==> src/rtl/host_page_regif.sv <==
module host_page_regif #(
  parameter int NSTAT = 8,
  parameter int NSTRB = 4,
  parameter int PAGEW = 5,
  localparam int SAW = PAGEW + 15
) (
  input  logic             clk,
  input  logic             rst_n,
  input  logic             hreq,
  input  logic             hsel_ext,
  input  logic             hwe,
  input  logic [15:1]      haddr,
  input  logic [15:0]      hwdata,
  output logic [15:0]      hrdata,
  output logic             hready,
  input  logic [NSTAT-1:0] status_in,
  input  logic [15:0]      ro_in,
  output logic [15:0]      ctrl_out,
  output logic [NSTRB-1:0] pulse_out,
  output logic             sram_req,
  output logic             sram_we,
  output logic [SAW-1:0]   sram_addr,
  output logic [15:0]      sram_wdata,
  input  logic [15:0]      sram_rdata,
  input  logic             sram_ack
);
  localparam logic [14:0] W_CTRL = 15'h0000;
  localparam logic [14:0] W_STAT = 15'h0001;
  localparam logic [14:0] W_RO   = 15'h0002;
  localparam logic [14:0] W_STRB = 15'h0003;
  localparam logic [14:0] W_PAGE = 15'h0018;

  logic [15:0]      ctrl_q, rdata_q, reg_rd;
  logic [NSTAT-1:0] flag_q, flag_clr;
  logic [PAGEW-1:0] page_q;
  logic [NSTRB-1:0] pulse_q;
  logic             ready_q;

  wire reg_acc = hreq & ~hsel_ext & ~ready_q;
  wire reg_wr  = reg_acc & hwe;
  wire ext_done = sram_req & sram_ack;

  assign sram_req   = hreq & hsel_ext & ~ready_q;
  assign sram_we    = hwe;
  assign sram_addr  = {page_q, haddr};
  assign sram_wdata = hwdata;
  assign hrdata     = rdata_q;
  assign hready     = ready_q;
  assign ctrl_out   = ctrl_q;
  assign pulse_out  = pulse_q;
  assign flag_clr   = (reg_wr && haddr == W_STAT) ? hwdata[NSTAT-1:0] : '0;

  always_comb begin
    case (haddr)
      W_CTRL:  reg_rd = ctrl_q;
      W_STAT:  reg_rd = 16'(flag_q);
      W_RO:    reg_rd = ro_in;
      W_PAGE:  reg_rd = 16'(page_q);
      default: reg_rd = '0;
    endcase
  end

  always_ff @(posedge clk or negedge rst_n) begin
    if (!rst_n) begin
      ctrl_q  <= '0;
      flag_q  <= '0;
      page_q  <= '0;
      pulse_q <= '0;
      ready_q <= 1'b0;
      rdata_q <= '0;
    end else begin
      ready_q <= reg_acc | ext_done;
      if (reg_acc && !hwe)       rdata_q <= reg_rd;
      else if (ext_done && !hwe) rdata_q <= sram_rdata;
      else                       rdata_q <= '0;
      if (reg_wr && haddr == W_CTRL) ctrl_q <= hwdata;
      if (reg_wr && haddr == W_PAGE) page_q <= hwdata[PAGEW-1:0];
      flag_q  <= (flag_q & ~flag_clr) | status_in;
      pulse_q <= (reg_wr && haddr == W_STRB) ? hwdata[NSTRB-1:0] : '0;
    end
  end

  assert_region_R1: assert property (@(posedge clk) disable iff (!rst_n)
    (hreq && !hsel_ext) |-> !sram_req);
  assert_flag_hold_R3: assert property (@(posedge clk) disable iff (!rst_n)
    (status_in != '0) |=> ((flag_q & $past(status_in)) == $past(status_in)));
  assert_strobe_once_R6: assert property (@(posedge clk) disable iff (!rst_n)
    (pulse_out != '0) |=> (pulse_out == '0));
  assert_ext_read_R8: assert property (@(posedge clk) disable iff (!rst_n)
    (sram_req && sram_ack && !hwe) |=> (hready && hrdata == $past(sram_rdata)));
  assert_ready_pulse_R11: assert property (@(posedge clk) disable iff (!rst_n)
    hready |=> !hready);
endmodule

==> config.mk <==
export PLATFORM = sky130hd
export DESIGN_NAME = host_page_regif
export DESIGN_NICKNAME = d
export VERILOG_FILES = /design/src/rtl/host_page_regif.sv
export SDC_FILE = /design/constraint.sdc
export NUM_CORES = 1
export LEC_CHECK = 0
export BUFFER_PORTS_ARGS = -buffer_cell sky130_fd_sc_hd__clkbuf_2
export CELL_PAD_IN_SITES_DETAIL_PLACEMENT = 0
export CELL_PAD_IN_SITES_GLOBAL_PLACEMENT = 2
export CORE_MARGIN = 2
export CORE_UTILIZATION = 27
export DETAILED_ROUTE_END_ITERATION = 16
export GPL_ROUTABILITY_DRIVEN = 0
export MAX_ROUTING_LAYER = met4
export PLACE_DENSITY = 0.94
export RECOVER_POWER = 50
export REMOVE_ABC_BUFFERS = 1
export SLEW_MARGIN = 10
export SYNTH_ARGS = -nofsm -noshare
export SYNTH_HDL_FRONTEND = slang
export SYNTH_SLANG_ARGS = --single-unit
==> constraint.sdc <==
create_clock -name clk -period 3.1 [get_ports clk]
set_input_delay 0 -clock clk [delete_from_list [all_inputs] [get_ports clk]]
set_output_delay 0 -clock clk [all_outputs]
set_load 0.03 [all_outputs]
# After elaboration in Yosys (flattened, before gate mapping)
# Index checks and enable logic that the tools add are counted.
# Widths: inputs -> output; s select.
# word_totals
in_bits	77
output_inout_bits	75
elab_cells	35
regBits	50
# classes
n_eq_ne	4
muxes	5
n_bitwise	12
reduce_logical	8
# op_table
op	count
$pmux 16 s4	1
$mux 16	2
$eq 15x2->1 const B	2
$eq 15x1->1 const B	1
$eq 15x5->1 const B	1
$logic_not 15->1	1
$and 8x8->8	1
$mux 8	1
$not 8->8	1
$or 8x8->8	1
$and 1x1->1	6
$logic_and 1x1->1	6
$mux 4	1
$not 1->1	2
$logic_not 1->1	1
$or 1x1->1	1

# Longest topological paths before layout
# Gate-level depths: netlist (run 1).
# depth
word_depth	9
depth_mapped	6
ltp_nobuf	4

# Least setup slack after synthesis (run 1)
# OpenSTA, ideal clock, no wires.
# synth_timing
path_kind	reg2reg
startpoint	register ready_q, in the netlist hready
endpoint	register ctrl_q[10], in the netlist ctrl_out[10]
n_path_buf	2
t_required_ns	2.975
arrival_ns	1.931
setup_time_ns	0.125
path_stages_with_launch	7
slack_ns	1.043
cell_sequence	dfrtp_1 or4bb_1 nor4_4 and2_1 buf_6 buf_12 mux2_4
# synth_between
elab_chain_cells	4
# synth_rtl
item	line	text
start, declared	37	logic ready_q;
start signal, assigned	72	ready_q <= reg_acc | ext_done;
$not 1->1	39	wire reg_acc = hreq & ~hsel_ext & ~ready_q;
$and 1x1->1	39	
$and 1x1->1	40	wire reg_wr = reg_acc & hwe;
$logic_and 1x1->1	76	if (reg_wr && haddr == W_CTRL) ctrl_q <= hwdata;
end signal, assigned	76	
end, declared	33	logic [15:0] ctrl_q, rdata_q, reg_rd;
# No other way between the ends.
# A chain may end at the register's enable or synchronous reset.

# Final worst setup path (run 1)
# layout_timing
startpoint	register ready_q, in the netlist hready
endpoint	register rdata_q[1], in the netlist hrdata[1]
# layout_between
elab_chain_cells	6
# layout_rtl
item	line	text
$not 1->1 *	39, 43	
$and 1x1->1	43	assign sram_req = hreq & hsel_ext & ~ready_q;
$and 1x1->1	41	wire ext_done = sram_req & sram_ack;
$logic_and 1x1->1	74	else if (ext_done && !hwe) rdata_q <= sram_rdata;
$mux 16	74	
$mux 16 *	73	if (reg_acc && !hwe) rdata_q <= reg_rd;
end signal, assigned	73	
end signal, assigned	74	
end, declared	33	
# Mark *: on every way between the ends. The rest lies on a longest branch, timed or not.

==> results of run 1 <==
## worst max path at each step
| stage | endpoint | slack, ps | cells after the start |
|---|---|---|---|
| final | hrdata[1] | 310 | 5 |
| after global routing | hrdata[1] | 200 | 5 |
| after CTS | hrdata[0] | 370 | 5 |
| after detailed placement | ctrl_out[15] | 770 | 6 |
| after global placement | hrdata[3] | 810 | 4 |
| after floorplan | ctrl_out[0] | 550 | 4 |
## worst max-delay path, stage by stage, from the launching register on
cell           delay [ps]
dfrtp_1               420
or4b_2                660
nor4_4                400
o21ai_2               380
o21ai_0               280
dlygate4sd3_1         570
## cell usage after synthesis
cell      instances  area (um^2)
buf_4            33          248
nor4b_2           1         15.0
a22o_1            1         8.76
or4_4             2         22.5
and4_1            1         8.76
o21ai_2           1         8.76
clkbuf_1          5         18.8
nor3_1            2         10.0
nand2_1          12         45.0
a21oi_1           1         5.00
a21o_1            8         60.1
mux2_4           10          150
or3_2             1         7.51
mux2_2           18          203
dfrtp_1          50         1250
or4b_2            1         10.0
buf_6             3         33.8
nand3_1           8         40.0
a32oi_1           5         43.8
o21ai_1           7         35.0
and2_1            7         43.8
nor2b_1           1         6.26
nor2_1            1         3.75
or4bb_1           1         11.3
nor3b_1           1         7.51
buf_2             2         10.0
buf_12            1         20.0
and3b_1           2         17.5
a211oi_1          1         7.51
o21ai_0           9         45.0
a22oi_1          15          113
nor4_4            3         63.8
## per-stage QoR
step	utilization, %	hold WS [ps]	cell area [um^2]	instances	total power, W
3_5_place_dp	34.7	61.1	3210	455	0.000868
2_1_floorplan	-	-296	2240	170	0.000706
5_1_grt	40.9	20.8	3780	519	0.00136
4_1_cts	41.8	10.8	3860	519	0.00132
3_3_place_gp	34.7	53.2	3210	455	0.000868
6_report	40.9	17.2	3780	519	0.00130
## where the power goes
| group | internal (W) | switching, W |
|---|---|---|
| combinational | 0.0000998 | 0.000137 |
| clock | 0.000180 | 0.000227 |
| sequential | 0.000655 | 0.00000195 |
## final cells by class
type                            instances  share of cell area [%]
Tap cell                              129                    4.27
Sequential cell                        50                    33.1
Timing Repair Buffer                  212                    33.7
Clock inverter                          2                   0.331
Multi-Input combinational cell        120                    26.5
Clock buffer                            6                    2.18
## cell usage in the layout, fill, tap and decap left out, types with 3 or more instances in the layout
cell type      instances
clkbuf_2              86
clkbuf_1              65
dlygate4sd3_1         56
dfrtp_1               50
mux2_2                18
a22oi_1               15
nand2_1               12
mux2_4                10
o21ai_0                9
nand3_1                8
a21o_1                 8
o21ai_1                7
and2_1                 7
clkbuf_8               6
a32oi_1                5
buf_4                  5
nor4_4                 3
## logic make-up (layout without fill, tap and decap cells)
family,Yosys count,in the layout,synth area share [%]
AOI/OAI and AO/OA,48,48,12.7
buffers and inverters,44,220,12.8
DFF,50,50,48.6
muxes,28,28,13.7
and+or+nand+nor,44,44,12.2
## flip-flops by register name (all words and copies together) (netlist names)
name       count
ctrl_out      16
flag_q         8
hrdata        16
pulse_out      4
hready         1
page_q         5
## routing by layer
layer	GRT usage, %	up-vias	share of wire, %
met4	4.47	0	1.3
li1	-	1096	-
met5	-	-	0
met2	28.8	95	52
met3	1.93	10	4.5
met1	19.1	1180	42
## timing repair
| item | CTS | global route |
|---|---|---|
| setup endpoints to repair | 0 | 0 |
| endpoints found under the hold margin | 73 | 0 |
| hold buffers | 56 | 0 |
==> impl_metrics.ini, run 1 <==
[synth]
synth_seq_area_share_pct = 48.6
syn-cell-area_mm2 = 0.00257
ys_types = 32
ys_ff_latch = 50
yosysWarnings = 0
synthCells = 214
postSynthAreaPerCell_um2 = 12.0

[sta]
drv_slew = 0
tightestPinTransition_ps = 1390
hold_violations = 0
fmax_mhz = 359
maxSlewHeadroom_pct = 7.47
rsz0062_at_grt = no
setup_violations = 0
min_period_ps = 2790
period_share_pct = 89.9
finalClockSkew_ps = 11.5
fin_ws_ps = 314
finalSetupTns_ps = 0

[layout]
multi_input_area_mm2 = 0.00100
regArea_mm2 = 0.00125
drive_above_1_share_pct = 34.9
num_antenna_cells = 0
n_fill_cell = 954
syn_to_final_growth_pct = 46.9
nets = 466

[routing]
drc = 0
dr_total_vias = 2381
antenna_left = 0
wl_per_cell_um = 15.6
vias_per_cell = 4.59
drt_iter0_markers = 57
routed_wl_um = 8080
drt_pass1_iterations = 4

[hold_path]
hold_end = hrdata[9]
min-delay-start = ro_in[9]
whs_path_depth = 3
min_path_type = input pin to flop

[power]
cellPowerDensity_mw_per_mm2 = 344
leakagePower_nw = 1.73
peakVddDrop_mv = 0.169

[global_route]
gr-usage-all-layers_pct = 16.1
grt_max_degree = 28
grt_pass1_wl_um = 12400
antenna_found_initial = 0
grt_pass1_vias = 2456
grt.overflow.total = 0

[clock_tree]
post_cts_resized = 0
clk_pin_slew_worst_paths_ps = 90
cts_buffer_depth = 2
cts_sinks = 50
postCtsSetupBuffers = 0
cts_tree = yes
clk_latency_ps = 310
cts_inserted_buffers = 5
cts-htree-levels = 2
cts-root-buf = clkbuf_8

[floorplanning]
dieHeight_um = 102
boundaryPins = 152
design.core.area_mm2 = 0.00924
dieWidth_um = 102
rows = 35
initial_core_util_pct = 27.9
dieArea_mm2 = 0.0103

[setup_path]
r2r_cells = 5
cp-start-kind = flop
rrSetupSlack_ps = 310
end_kind = flop
critPathMaxFanout = 16
crit_start = hready
r2r_end = hrdata[1]
cp.required_ps = 3350
crit_type = flop to flop
cp.arrival_ps = 3030
r2r_start = hready

[status]
outcome = finished clean

[placement]
hpwlAfterDp_um = 5660
io_buffers = 151
pre_cts_ws_ps = 772

[job]
drv_cap = 0
Note: power is estimated with default switching activity, not from simulation.
==> run 2, diff against run 1 <==
--- a/config.mk
+++ b/config.mk
@@ -5,11 +5,13 @@
 export SDC_FILE = /design/constraint.sdc
 export NUM_CORES = 1
 export LEC_CHECK = 0
+export ABC_AREA = 1
+export ABC_CLOCK_PERIOD_IN_PS = 3100
 export BUFFER_PORTS_ARGS = -buffer_cell sky130_fd_sc_hd__clkbuf_2
 export CELL_PAD_IN_SITES_DETAIL_PLACEMENT = 0
 export CELL_PAD_IN_SITES_GLOBAL_PLACEMENT = 2
 export CORE_MARGIN = 2
-export CORE_UTILIZATION = 27
+export CORE_UTILIZATION = 25
 export DETAILED_ROUTE_END_ITERATION = 16
 export GPL_ROUTABILITY_DRIVEN = 0
 export MAX_ROUTING_LAYER = met4
==> run 2 against run 1 <==
- non-clock buffer count decreased by 19
- highest routed layer unchanged
- clock power increased by 15%
- critical path depth increased by 1
- clock skew decreased by 5.6 ps
- maximum frequency increased by 34%
- largest power group unchanged
- via count increased by 11%
- final cell count increased by 22%
- synthesized cell count increased by 57%
- synthesized area increased by 7.0%
- total power increased by 3.6%
- critical path type unchanged
==> impl_metrics.ini, run 2 <==
[layout]
n_fill_cell = 1185
nets = 570
num_antenna_cells = 0
stdcell_count = 634
final_cell_area_mm2 = 0.00377
final_cell_mix = nand2_1, clkbuf_2, clkbuf_1
syn_to_final_growth_pct = 37.0
layout_commonest_cell = nand2_1
drive_above_1_share_pct = 23.5
utilization_pct = 35.0

[sta]
rsz0062_at_grt = no
min_period_ps = 2080
drv_slew = 0
finalClockSkew_ps = 5.91
tightestPinTransition_ps = 1030
finalSetupTns_ps = 0
maxSlewHeadroom_pct = 31.3
setup_violations = 0
fmax_mhz = 481
hold_violations = 0
period_share_pct = 67.1

[routing]
drc = 0
drt_iter0_markers = 113
routed_wl_um = 8170
dr_total_vias = 2651
antenna_left = 0
drt_pass1_iterations = 4
wl_per_cell_um = 12.9
vias_per_cell = 4.18

[clock_tree]
cts_buffer_depth = 2
postCtsSetupBuffers = 0
clk_latency_ps = 300
cts_sinks = 50
cts_inserted_buffers = 5
cts-htree-levels = 2
clk_pin_slew_worst_paths_ps = 100
cts_tree = yes
cts-root-buf = clkbuf_8

[synth]
synth_top_area_share_pct = 45.4
syn-cell-area_mm2 = 0.00275
synth_edf_count = 0
synth_seq_area_share_pct = 45.4
postSynthAreaPerCell_um2 = 8.17
yosys-top-cells-count = nand2_1, dfrtp_1, nand3_1, buf_4, inv_1
yosysTopAreaCell = dfrtp_1
yosys.cell_count.top_type = nand2_1
ys_ff_latch = 50
synth_ff_type = dfrtp_1
async_reset_ff_share_pct = 100
synthCells = 337
synthTopCellsByArea = dfrtp_1, nand2_1, buf_4
ys_types = 23
yosysWarnings = 0

[setup_path]
critPathMaxFanout = 16
cp.arrival_ps = 2330
cp-start-kind = flop
crit_start = hready
r2r_start = hready
end_kind = flop
cp.required_ps = 3350
crit_type = flop to flop

[power]
power_w = 0.00135
peakVddDrop_mv = 0.220
cellPowerDensity_mw_per_mm2 = 357
leakagePower_nw = 1.90

[floorplanning]
dieHeight_um = 109
rows = 38
dieWidth_um = 109
design.core.area_mm2 = 0.0108
boundaryPins = 152
initial_core_util_pct = 25.5
dieArea_mm2 = 0.0119

[hold_path]
min_path_type = input pin to flop
min-delay-start = ro_in[10]

[global_route]
grt_pass1_vias = 2621
grt_max_degree = 41
gr-usage-all-layers_pct = 14.1
antenna_found_initial = 0
grt.overflow.total = 0
grt_pass1_wl_um = 12500

[job]
drv_cap = 0

[status]
outcome = finished clean

[placement]
io_buffers = 151
place_area_mm2 = 0.00336
hpwlAfterDp_um = 6210
dp.cells = 587
## run 2: what timing repair did
| action | 4_1_cts | 5_1_grt |
|---|---|---|
| hold buffers | 39 | 0 |
| resized for setup | 0 | 0 |
| endpoints found under the hold margin | 75 | 0 |
| setup endpoints to repair | 0 | 0 |
## run 2: through the flow
step / setup WS (ps) / hold slack (ps)
2_1_floorplan: 838 / -296
3_3_place_gp: 1500 / 189
3_5_place_dp: 1440 / 196
4_1_cts: 973 / 4.85
5_1_grt: 813 / 16.8
6_report: 1020 / 17.2
## run 2: kinds of logic after synthesis
group                  Yosys count  share of synthesized area [%]
and+or+nand+nor                194                           32.8
buffers and inverters           66                           15.8
DFF                             50                           45.4
AOI/OAI and AO/OA               27                           6.00
## run 2: final timing paths
kind                                 to  cells past startpoint  slack (ps)
min                          hrdata[10]                      5          20
min reg2reg                   flag_q[0]                      2         500
max                          hrdata[11]                      6        1020
max in group asynchronous     hrdata[7]                      3        1940
max reg2reg                  hrdata[11]                      6        1020
min in group asynchronous  pulse_out[3]                      2         410
## run 2: cell type report
cell class              instances  area, um^2  area share, %
flip-flops and latches         50        1250           33.2
multi-input cells             221        1080           28.5
repair buffers                193        1070           28.5
well taps                     140         175           4.64
inverters                      22        82.6           2.19
clock buffers                   5        68.8           1.82
clock inverters                 3        43.8           1.16
## run 2: critical path, cell delays in order (launching register included)
cell and delay, ps:
dfrtp_1 390, inv_1 80, nand2_1 110, nor4_4 690, nand2_1 110, nand2_1 100
dlygate4sd3_1 540
## run 2: power by group
group	switching (W)	total [W]	internal, W
Clock	0.000227	0.000469	0.000242
Combinational	0.000136	0.000222	0.0000858
Sequential	0.00000137	0.000657	0.000656
Total	0.000364	0.00135	0.000984
## run 2: per-layer routing
metal / track usage (%) / routed length [um] / part of all wire, % / vias up
met5: - / 0 / 0 / -
met4: 5.13 / 157 / 1.9 / 0
met3: 2.33 / 397 / 4.9 / 9
met2: 25.0 / 4320 / 53 / 75
met1: 15.9 / 3300 / 40 / 1217
li1: - / - / - / 1350
